<file path="config.mk">
export PLATFORM = sky130hd
export DESIGN_NAME = i2c_regptr_if
export DESIGN_NICKNAME = d
export VERILOG_FILES = /design/src/rtl/i2c_regptr_pkg.sv /design/src/rtl/i2c_regptr_sync.sv /design/src/rtl/i2c_regptr_phy.sv /design/src/rtl/i2c_regptr_map.sv /design/src/rtl/i2c_regptr_if.sv
export SDC_FILE = /design/constraint.sdc
export NUM_CORES = 1
export LEC_CHECK = 0
export BUFFER_PORTS_ARGS = -buffer_cell sky130_fd_sc_hd__clkbuf_2
export CORE_ASPECT_RATIO = 2
export CORE_MARGIN = 4
export CORE_UTILIZATION = 28
export CTS_BUF_LIST = sky130_fd_sc_hd__clkbuf_16
export DETAILED_ROUTE_END_ITERATION = 7
export GPL_TIMING_DRIVEN = 0
export PLACE_DENSITY = 0.57
export SYNTH_ARGS = -nofsm -noshare
export SYNTH_HDL_FRONTEND = slang
export SYNTH_SLANG_ARGS = --single-unit
</file>
<file path="constraint.sdc">
create_clock -name clk -period 4.3 [get_ports clk]
set_input_delay 0.43 -clock clk [delete_from_list [all_inputs] [get_ports clk]]
set_output_delay 0.43 -clock clk [all_outputs]
set_load 0.1 [all_outputs]
</file>
<file path="src/rtl/i2c_regptr_pkg.sv">
package i2c_regptr_pkg;

  typedef enum logic [2:0] {
    PH_IDLE,
    PH_ADDR,
    PH_AACK,
    PH_WBYTE,
    PH_WACK,
    PH_RBYTE,
    PH_RACK
  } phase_e;

  localparam int          NCFG       = 6;
  localparam logic [7:0]  A_CFG0     = 8'h00;
  localparam logic [7:0]  A_IDA      = 8'h06;
  localparam logic [7:0]  A_IDB      = 8'h07;
  localparam logic [7:0]  A_THR0     = 8'h08;
  localparam logic [7:0]  A_FLAGS    = 8'h0C;
  localparam logic [7:0]  A_CH0      = 8'h10;
  localparam logic [7:0]  IDA_VAL    = 8'hDC;
  localparam logic [7:0]  IDB_VAL    = 8'h41;
  localparam int          RDCLR_BYTE = 4;
  localparam int          RDCLR_BIT  = 7;

  function automatic logic [7:0] cfg_rst(input int idx);
    case (idx)
      2:       cfg_rst = 8'h80;
      3:       cfg_rst = 8'h04;
      4:       cfg_rst = 8'h0C;
      5:       cfg_rst = 8'h7F;
      default: cfg_rst = 8'h00;
    endcase
  endfunction

endpackage

</file>
<file path="src/rtl/i2c_regptr_sync.sv">
module i2c_regptr_sync #(
  parameter int W      = 2,
  parameter int STAGES = 2
) (
  input  logic         clk,
  input  logic         rst_n,
  input  logic [W-1:0] d_i,
  output logic [W-1:0] q_o,
  output logic [W-1:0] prev_o
);
  localparam int DEPTH = STAGES + 1;

  logic [W-1:0] pipe_q [DEPTH];

  always_ff @(posedge clk or negedge rst_n) begin
    if (!rst_n) begin
      for (int i = 0; i < DEPTH; i++) pipe_q[i] <= '1;
    end else begin
      pipe_q[0] <= d_i;
      for (int i = 1; i < DEPTH; i++) pipe_q[i] <= pipe_q[i-1];
    end
  end

  assign q_o    = pipe_q[STAGES-1];
  assign prev_o = pipe_q[STAGES];
endmodule

</file>
<file path="src/rtl/i2c_regptr_phy.sv">
module i2c_regptr_phy
  import i2c_regptr_pkg::*;
#(
  parameter logic [6:0] DEV_ADDR = 7'h39,
  parameter int         SYNC_STAGES = 2
) (
  input  logic       clk,
  input  logic       rst_n,
  input  logic       scl_i,
  input  logic       sda_i,
  input  logic [7:0] rd_data_i,
  output logic       sda_oe_o,
  output logic       ptr_ld_o,
  output logic       wr_o,
  output logic       rd_o,
  output logic [7:0] byte_o,
  output logic [7:0] tx_byte_o
);
  logic [1:0] line_s, line_p;
  logic       scl_s, sda_s, scl_p, sda_p;
  logic       scl_rise, scl_fall, bus_start, bus_stop;

  i2c_regptr_sync #(.W(2), .STAGES(SYNC_STAGES)) u_sync (
    .clk    (clk),
    .rst_n  (rst_n),
    .d_i    ({scl_i, sda_i}),
    .q_o    (line_s),
    .prev_o (line_p)
  );

  assign scl_s = line_s[1];
  assign sda_s = line_s[0];
  assign scl_p = line_p[1];
  assign sda_p = line_p[0];

  assign scl_rise  = scl_s & ~scl_p;
  assign scl_fall  = ~scl_s & scl_p;
  assign bus_start = scl_s & scl_p & sda_p & ~sda_s;
  assign bus_stop  = scl_s & scl_p & ~sda_p & sda_s;

  phase_e     ph_q, ph_d;
  logic [3:0] cnt_q, cnt_d;
  logic [7:0] sh_q, sh_d;
  logic [7:0] tx_q, tx_d;
  logic [7:0] txb_q, txb_d;
  logic [7:0] byte_q, byte_d;
  logic       rw_q, rw_d;
  logic       ptrph_q, ptrph_d;
  logic       ack_q, ack_d;
  logic       ld_q, ld_d;
  logic       wr_q, wr_d;
  logic       rd_q, rd_d;

  always_comb begin
    ph_d    = ph_q;
    cnt_d   = cnt_q;
    sh_d    = sh_q;
    tx_d    = tx_q;
    txb_d   = txb_q;
    byte_d  = byte_q;
    rw_d    = rw_q;
    ptrph_d = ptrph_q;
    ack_d   = ack_q;
    ld_d    = 1'b0;
    wr_d    = 1'b0;
    rd_d    = 1'b0;
    if (bus_start) begin
      ph_d  = PH_ADDR;
      cnt_d = 4'd0;
    end else if (bus_stop) begin
      ph_d = PH_IDLE;
    end else begin
      case (ph_q)
        PH_ADDR, PH_WBYTE: begin
          if (scl_rise) begin
            sh_d  = {sh_q[6:0], sda_s};
            cnt_d = cnt_q + 4'd1;
          end else if (scl_fall && cnt_q == 4'd8) begin
            cnt_d = 4'd0;
            if (ph_q == PH_ADDR) begin
              if (sh_q[7:1] == DEV_ADDR) begin
                ph_d = PH_AACK;
                rw_d = sh_q[0];
              end else begin
                ph_d = PH_IDLE;
              end
            end else begin
              ph_d   = PH_WACK;
              byte_d = sh_q;
              if (ptrph_q) begin
                ld_d    = 1'b1;
                ptrph_d = 1'b0;
              end else begin
                wr_d = 1'b1;
              end
            end
          end
        end
        PH_AACK: begin
          if (scl_fall) begin
            cnt_d = 4'd0;
            if (rw_q) begin
              ph_d  = PH_RBYTE;
              tx_d  = rd_data_i;
              txb_d = rd_data_i;
              rd_d  = 1'b1;
            end else begin
              ph_d    = PH_WBYTE;
              ptrph_d = 1'b1;
            end
          end
        end
        PH_WACK: begin
          if (scl_fall) begin
            ph_d  = PH_WBYTE;
            cnt_d = 4'd0;
          end
        end
        PH_RBYTE: begin
          if (scl_fall) begin
            if (cnt_q == 4'd7) begin
              ph_d = PH_RACK;
            end else begin
              tx_d  = {tx_q[6:0], 1'b0};
              cnt_d = cnt_q + 4'd1;
            end
          end
        end
        PH_RACK: begin
          if (scl_rise) begin
            ack_d = ~sda_s;
          end else if (scl_fall) begin
            if (ack_q) begin
              ph_d  = PH_RBYTE;
              cnt_d = 4'd0;
              tx_d  = rd_data_i;
              txb_d = rd_data_i;
              rd_d  = 1'b1;
            end else begin
              ph_d = PH_IDLE;
            end
          end
        end
        default: ph_d = PH_IDLE;
      endcase
    end
  end

  always_ff @(posedge clk or negedge rst_n) begin
    if (!rst_n) begin
      ph_q    <= PH_IDLE;
      cnt_q   <= 4'd0;
      sh_q    <= 8'h00;
      tx_q    <= 8'hFF;
      txb_q   <= 8'h00;
      byte_q  <= 8'h00;
      rw_q    <= 1'b0;
      ptrph_q <= 1'b0;
      ack_q   <= 1'b0;
      ld_q    <= 1'b0;
      wr_q    <= 1'b0;
      rd_q    <= 1'b0;
    end else begin
      ph_q    <= ph_d;
      cnt_q   <= cnt_d;
      sh_q    <= sh_d;
      tx_q    <= tx_d;
      txb_q   <= txb_d;
      byte_q  <= byte_d;
      rw_q    <= rw_d;
      ptrph_q <= ptrph_d;
      ack_q   <= ack_d;
      ld_q    <= ld_d;
      wr_q    <= wr_d;
      rd_q    <= rd_d;
    end
  end

  assign sda_oe_o  = (ph_q == PH_AACK) || (ph_q == PH_WACK) ||
                     ((ph_q == PH_RBYTE) && !tx_q[7]);
  assign ptr_ld_o  = ld_q;
  assign wr_o      = wr_q;
  assign rd_o      = rd_q;
  assign byte_o    = byte_q;
  assign tx_byte_o = txb_q;
endmodule

</file>
<file path="src/rtl/i2c_regptr_map.sv">
module i2c_regptr_map
  import i2c_regptr_pkg::*;
#(
  parameter int NCH  = 4,
  parameter int NTHR = 2
) (
  input  logic              clk,
  input  logic              rst_n,
  input  logic              ptr_ld_i,
  input  logic              wr_i,
  input  logic              rd_i,
  input  logic [7:0]        byte_i,
  input  logic [7:0]        flag_set_i,
  input  logic [NCH*16-1:0] res_i,
  output logic [7:0]        rd_data_o,
  output logic [7:0]        ptr_o,
  output logic [NCFG*8-1:0] cfg_o,
  output logic [NTHR*16-1:0] thr_o,
  output logic [7:0]        flags_o
);
  localparam logic [7:0] THR_END = 8'(int'(A_THR0) + 2 * NTHR);

  logic [7:0]  ptr_q, ptr_d;
  logic [7:0]  hold_q;
  logic        hold_en;
  logic [7:0]  flags_q, flags_d, clr_mask;
  logic [7:0]  cfg_w  [NCFG];
  logic [15:0] thr_w  [NTHR];
  logic [7:0]  shad_w [NCH];

  // pointer: load from first write byte, step after every data byte
  always_comb begin
    ptr_d = ptr_q;
    if (ptr_ld_i)          ptr_d = byte_i;
    else if (wr_i || rd_i) ptr_d = ptr_q + 8'd1;
  end

  always_ff @(posedge clk or negedge rst_n) begin
    if (!rst_n) ptr_q <= 8'h00;
    else        ptr_q <= ptr_d;
  end

  generate
    for (genvar g = 0; g < NCFG; g++) begin : g_cfg
      localparam logic [7:0] ADR = 8'(int'(A_CFG0) + g);
      logic [7:0] r_q;
      logic       en;
      assign en = wr_i && (ptr_q == ADR);
      always_ff @(posedge clk or negedge rst_n) begin
        if (!rst_n)  r_q <= cfg_rst(g);
        else if (en) r_q <= byte_i;
      end
      assign cfg_w[g]          = r_q;
      assign cfg_o[g*8 +: 8]   = r_q;
    end
  endgenerate

  // shared low-byte holding latch for all thresholds
  assign hold_en = wr_i && !ptr_q[0] && (ptr_q >= A_THR0) && (ptr_q < THR_END);

  always_ff @(posedge clk or negedge rst_n) begin
    if (!rst_n)       hold_q <= 8'h00;
    else if (hold_en) hold_q <= byte_i;
  end

  generate
    for (genvar g = 0; g < NTHR; g++) begin : g_thr
      localparam logic [7:0] ADR_HI = 8'(int'(A_THR0) + 2 * g + 1);
      logic [15:0] r_q;
      logic        en;
      assign en = wr_i && (ptr_q == ADR_HI);
      always_ff @(posedge clk or negedge rst_n) begin
        if (!rst_n)  r_q <= 16'h0000;
        else if (en) r_q <= {byte_i, hold_q};
      end
      assign thr_w[g]          = r_q;
      assign thr_o[g*16 +: 16] = r_q;
    end
  endgenerate

  generate
    for (genvar g = 0; g < NCH; g++) begin : g_ch
      localparam logic [7:0] ADR_LO = 8'(int'(A_CH0) + 2 * g);
      logic [7:0] r_q;
      logic       cap;
      assign cap = rd_i && (ptr_q == ADR_LO);
      always_ff @(posedge clk or negedge rst_n) begin
        if (!rst_n)   r_q <= 8'h00;
        else if (cap) r_q <= res_i[g*16+8 +: 8];
      end
      assign shad_w[g] = r_q;
    end
  endgenerate

  // status: clear by written ones or by read when enabled; events win
  always_comb begin
    clr_mask = 8'h00;
    if (wr_i && ptr_q == A_FLAGS) clr_mask = byte_i;
    if (rd_i && ptr_q == A_FLAGS && cfg_w[RDCLR_BYTE][RDCLR_BIT]) clr_mask = 8'hFF;
    flags_d = (flags_q & ~clr_mask) | flag_set_i;
  end

  always_ff @(posedge clk or negedge rst_n) begin
    if (!rst_n) flags_q <= 8'h00;
    else        flags_q <= flags_d;
  end

  always_comb begin
    rd_data_o = 8'h00;
    for (int i = 0; i < NCFG; i++)
      if (ptr_q == 8'(int'(A_CFG0) + i)) rd_data_o = cfg_w[i];
    if (ptr_q == A_IDA)   rd_data_o = IDA_VAL;
    if (ptr_q == A_IDB)   rd_data_o = IDB_VAL;
    for (int i = 0; i < NTHR; i++) begin
      if (ptr_q == 8'(int'(A_THR0) + 2 * i))     rd_data_o = thr_w[i][7:0];
      if (ptr_q == 8'(int'(A_THR0) + 2 * i + 1)) rd_data_o = thr_w[i][15:8];
    end
    if (ptr_q == A_FLAGS) rd_data_o = flags_q;
    for (int i = 0; i < NCH; i++) begin
      if (ptr_q == 8'(int'(A_CH0) + 2 * i))     rd_data_o = res_i[i*16 +: 8];
      if (ptr_q == 8'(int'(A_CH0) + 2 * i + 1)) rd_data_o = shad_w[i];
    end
  end

  assign ptr_o   = ptr_q;
  assign flags_o = flags_q;
endmodule

</file>
<file path="src/rtl/i2c_regptr_if.sv">
module i2c_regptr_if
  import i2c_regptr_pkg::*;
#(
  parameter logic [6:0] DEV_ADDR = 7'h39,
  parameter int         NCH      = 4,
  parameter int         NTHR     = 2
) (
  input  logic                clk,
  input  logic                rst_n,
  input  logic                scl_i,
  input  logic                sda_i,
  output logic                sda_oe_o,
  input  logic [7:0]          flag_set_i,
  input  logic [NCH*16-1:0]   res_i,
  output logic                wr_stb_o,
  output logic [7:0]          wr_addr_o,
  output logic [7:0]          wr_data_o,
  output logic                rd_stb_o,
  output logic [7:0]          rd_data_o,
  output logic [NCFG*8-1:0]   cfg_o,
  output logic [NTHR*16-1:0]  thr_o,
  output logic [7:0]          flags_o
);
  logic       ptr_ld, wr_p, rd_p;
  logic [7:0] byte_w, fetch_w;

  i2c_regptr_phy #(.DEV_ADDR(DEV_ADDR), .SYNC_STAGES(2)) u_phy (
    .clk       (clk),
    .rst_n     (rst_n),
    .scl_i     (scl_i),
    .sda_i     (sda_i),
    .rd_data_i (fetch_w),
    .sda_oe_o  (sda_oe_o),
    .ptr_ld_o  (ptr_ld),
    .wr_o      (wr_p),
    .rd_o      (rd_p),
    .byte_o    (byte_w),
    .tx_byte_o (rd_data_o)
  );

  i2c_regptr_map #(.NCH(NCH), .NTHR(NTHR)) u_map (
    .clk        (clk),
    .rst_n      (rst_n),
    .ptr_ld_i   (ptr_ld),
    .wr_i       (wr_p),
    .rd_i       (rd_p),
    .byte_i     (byte_w),
    .flag_set_i (flag_set_i),
    .res_i      (res_i),
    .rd_data_o  (fetch_w),
    .ptr_o      (wr_addr_o),
    .cfg_o      (cfg_o),
    .thr_o      (thr_o),
    .flags_o    (flags_o)
  );

  assign wr_stb_o  = wr_p;
  assign wr_data_o = byte_w;
  assign rd_stb_o  = rd_p;
endmodule

</file>
==> out/results.ini <==
[sta]
skew_ns = 0.0158
maxSlewHeadroom_pct = 26.2
fin_ws_ns = 0.456
setup_viol = 0
finalMaxSlewViolations = 0
period_needed_ns = 3.84
rsz0062_at_grt = false
tightest_slew_ns = 1.08
max_freq_ghz = 0.260
final_hold_viol_count = 0
min_period_over_period_pct = 89.4

[synthesis]
synth_top_area_share_pct = 41.5
synth_area_leader_cell = dfrtp_1
synthArstFlopShare_pct = 100
ys_top_cells_by_count = dfrtp_1 (162), mux2_2 (134), nand2_1 (73), nor2_1 (61), a21oi_1 (59)
ys_seq_elements = 187
synthFlopType = dfrtp_1
ys_seq_area_share_pct = 48.3
netlist_area_mm2 = 0.00976
syn-num-nets = 1010
avgSynthCellArea_um2 = 10.5
yosysWarnings = 0
synth_area_leaders = dfrtp_1 (42%), mux2_2 (15%), dfstp_2 (6.7%)
synth_cell_type_count = 78
syn_inst = 928
synth_edf_count = 0
yosysMostFrequentCell = dfrtp_1

[clock_tree]
cts_max_level = 4
cts_sinks = 187
cts_resized = 0
cts_buffers = 17
post_cts_buffers = 0
clock_latency_ns = 0.47
cts_tree = done
cts-root-buf = clkbuf_16
hold_buffers = 0
clock_path_buffers = 2
clk_pin_slew_ns = 0.08

[run]
drv_cap = 0

[pwr]
p_leak_nw = 5.43
finalPower_w = 0.00355
ir_drop_v = 0.000275
power_density_mw_per_mm2 = 298

[floorplanning]
die_x_um = 140
die_area_mm2 = 0.0381
rows = 96
die_h_um = 272
initial_core_util_pct = 28.4
num_io_pins = 191
core-area_mm2 = 0.0344

[global_routing]
grt_pass1_wl_um = 60500
grt_pass1_vias = 9085
grt_antenna_before_repair = 2
grt-ovfl-total = 0
grtUsageTotal_pct = 21.7
grt_max_degree = 110

[worst_setup_path]
critical_path_class = reg -> reg
arrival_ns = 4.16
startpoint_type = register
ff2ff_setup_slack_ns = 0.46
endpoint_kind = register
rr_worst_depth = 9
cp.required_ns = 4.62
timing.rr.end = u_phy.tx_byte_o[4]
cp_max_fo = 10
timing.rr.start = u_map.ptr_o[0]

[route]
post_drt_wl_per_cell_um = 26.4
firstDrtPassIters = 8
antenna_left = 0
vias = 8665
drt-initial-drc-count = 797
drc = 0
wirelength_um = 42000
via_per_inst = 5.44

[placed_design]
io_buffers = 190
dp_worst_setup_slack_ns = 0.583
gp_congestion = 0.977
hpwl_um = 33000

[layout]
area_delta_synth_final_pct = 22.0
final_layout_size_suffix_gt1_share_pct = 36.8
regArea_mm2 = 0.00471
multi_input_area_mm2 = 0.00469
fin_nets = 1220
fill_cells = 3601

[worst_hold_path]
worst_hold_path_type = in -> async

[outcome]
status = finished clean

==> report_power, final <==
part,switching [W],internal (W),leakage [nW]
Combinational,0.0000716,0.0000497,2.74
Clock,0.000801,0.000830,0.287
Sequential,0.0000170,0.00178,2.40
Total,0.000889,0.00266,5.43
==> how the worst max path moves through the flow <==
stage	startpoint	end	slack [ns]	cells after the start
after floorplan	u_phy.ph_q[1]	sda_oe_o	0.88	3
after CTS	u_map.ptr_o[0]	u_phy.tx_byte_o[4]	0.59	9
after global placement	rst_n	u_map.g_ch[1].r_q[0]	-0.83	1
final	u_map.ptr_o[0]	u_phy.tx_byte_o[4]	0.46	9
after global routing	u_map.ptr_o[0]	u_phy.tx_q[3]	0.45	11
after detailed placement	u_map.ptr_o[0]	u_phy.tx_byte_o[4]	0.58	9
==> per-layer routing <==
| metal | wire length, µm | up-vias | share of wire [%] | track usage, % |
|---|---|---|---|---|
| li1 | - | 3848 | - | - |
| met2 | 22400 | 401 | 53 | 39.3 |
| met3 | 2730 | 128 | 6.5 | 5.18 |
| met1 | 13800 | 4288 | 33 | 21.4 |
| met5 | 0 | - | 0 | 0 |
| met4 | 3150 | 0 | 7.5 | 14.9 |
==> cell type report <==
| cell class | instances | share of cell area [%] |
|---|---|---|
| tap | 441 | 4.63 |
| clock inverter | 15 | 1.49 |
| timing repair buffer | 191 | 8.29 |
| multi-input combinational | 654 | 39.4 |
| antenna | 2 | 0.0420 |
| sequential | 187 | 39.6 |
| buffer | 61 | 2.21 |
| inverter | 26 | 0.820 |
| clock buffer | 17 | 3.57 |
==> critical path: stages, from the launching register on <==
cell and delay [ns]:
dfrtp_1 0.42, inv_1 0.22, ha_1 0.39, clkbuf_1 0.48, clkbuf_1 0.61, a21oi_1 0.22, o211ai_1 0.39, a31oi_1 0.19
a211oi_1 0.67, nor2_1 0.10
==> sequential cells by signal, indices dropped and copies added (netlist names), 2 cells and up <==
register,flops
u_phy.ph_q,3
u_phy.sh_q,8
u_phy.cnt_q,4
u_phy.tx_q,8
u_map.g_ch.r_q,32
u_map.g_cfg.r_q,48
u_phy.u_sync.prev_o,2
u_map.flags_o,8
u_map.hold_q,8
u_map.ptr_o,8
u_map.g_thr.r_q,32
u_phy.byte_o,8
u_phy.tx_byte_o,8
u_phy.u_sync.pipe_q,2
u_phy.u_sync.q_o,2
==> layout by cell type (no fill, tap or decap), types with 25 or more instances in the layout <==
master	count
a21oi_1	59
clkbuf_1	41
clkbuf_2	189
dfrtp_1	162
dfstp_2	25
inv_1	25
mux2_2	134
nand2_1	73
nor2_1	61
nor2b_1	30
o21ai_0	38
==> cell families after synthesis <==
| family | count (synthesis) | share of synthesized area [%] |
|---|---|---|
| muxes | 139 | 16.0 |
| and+or+nand+nor | 278 | 15.0 |
| DFF | 187 | 48.3 |
| adders and majority gates | 6 | 0.769 |
| xor gates and xnor gates | 8 | 0.718 |
| buffers and inverters | 87 | 3.69 |
| AOI/OAI and AO/OA | 223 | 15.6 |
==> metrics by stage <==
stage / TNS [ns] / utilization, % / area [µm²] / std cells / hold WS, ns
after global placement: -127.91 / 32.8 / 11300 / 1559 / 0.345
after global routing: 0 / 34.7 / 11900 / 1594 / 0.0255
after CTS: 0 / 34.6 / 11900 / 1592 / 0.0184
after detailed placement: 0 / 32.9 / 11300 / 1560 / 0.348
after floorplan: 0 / - / 9760 / 928 / 0.134
final: 0 / 34.7 / 11900 / 1594 / 0.0121
Power figures use the tool's default switching activity.
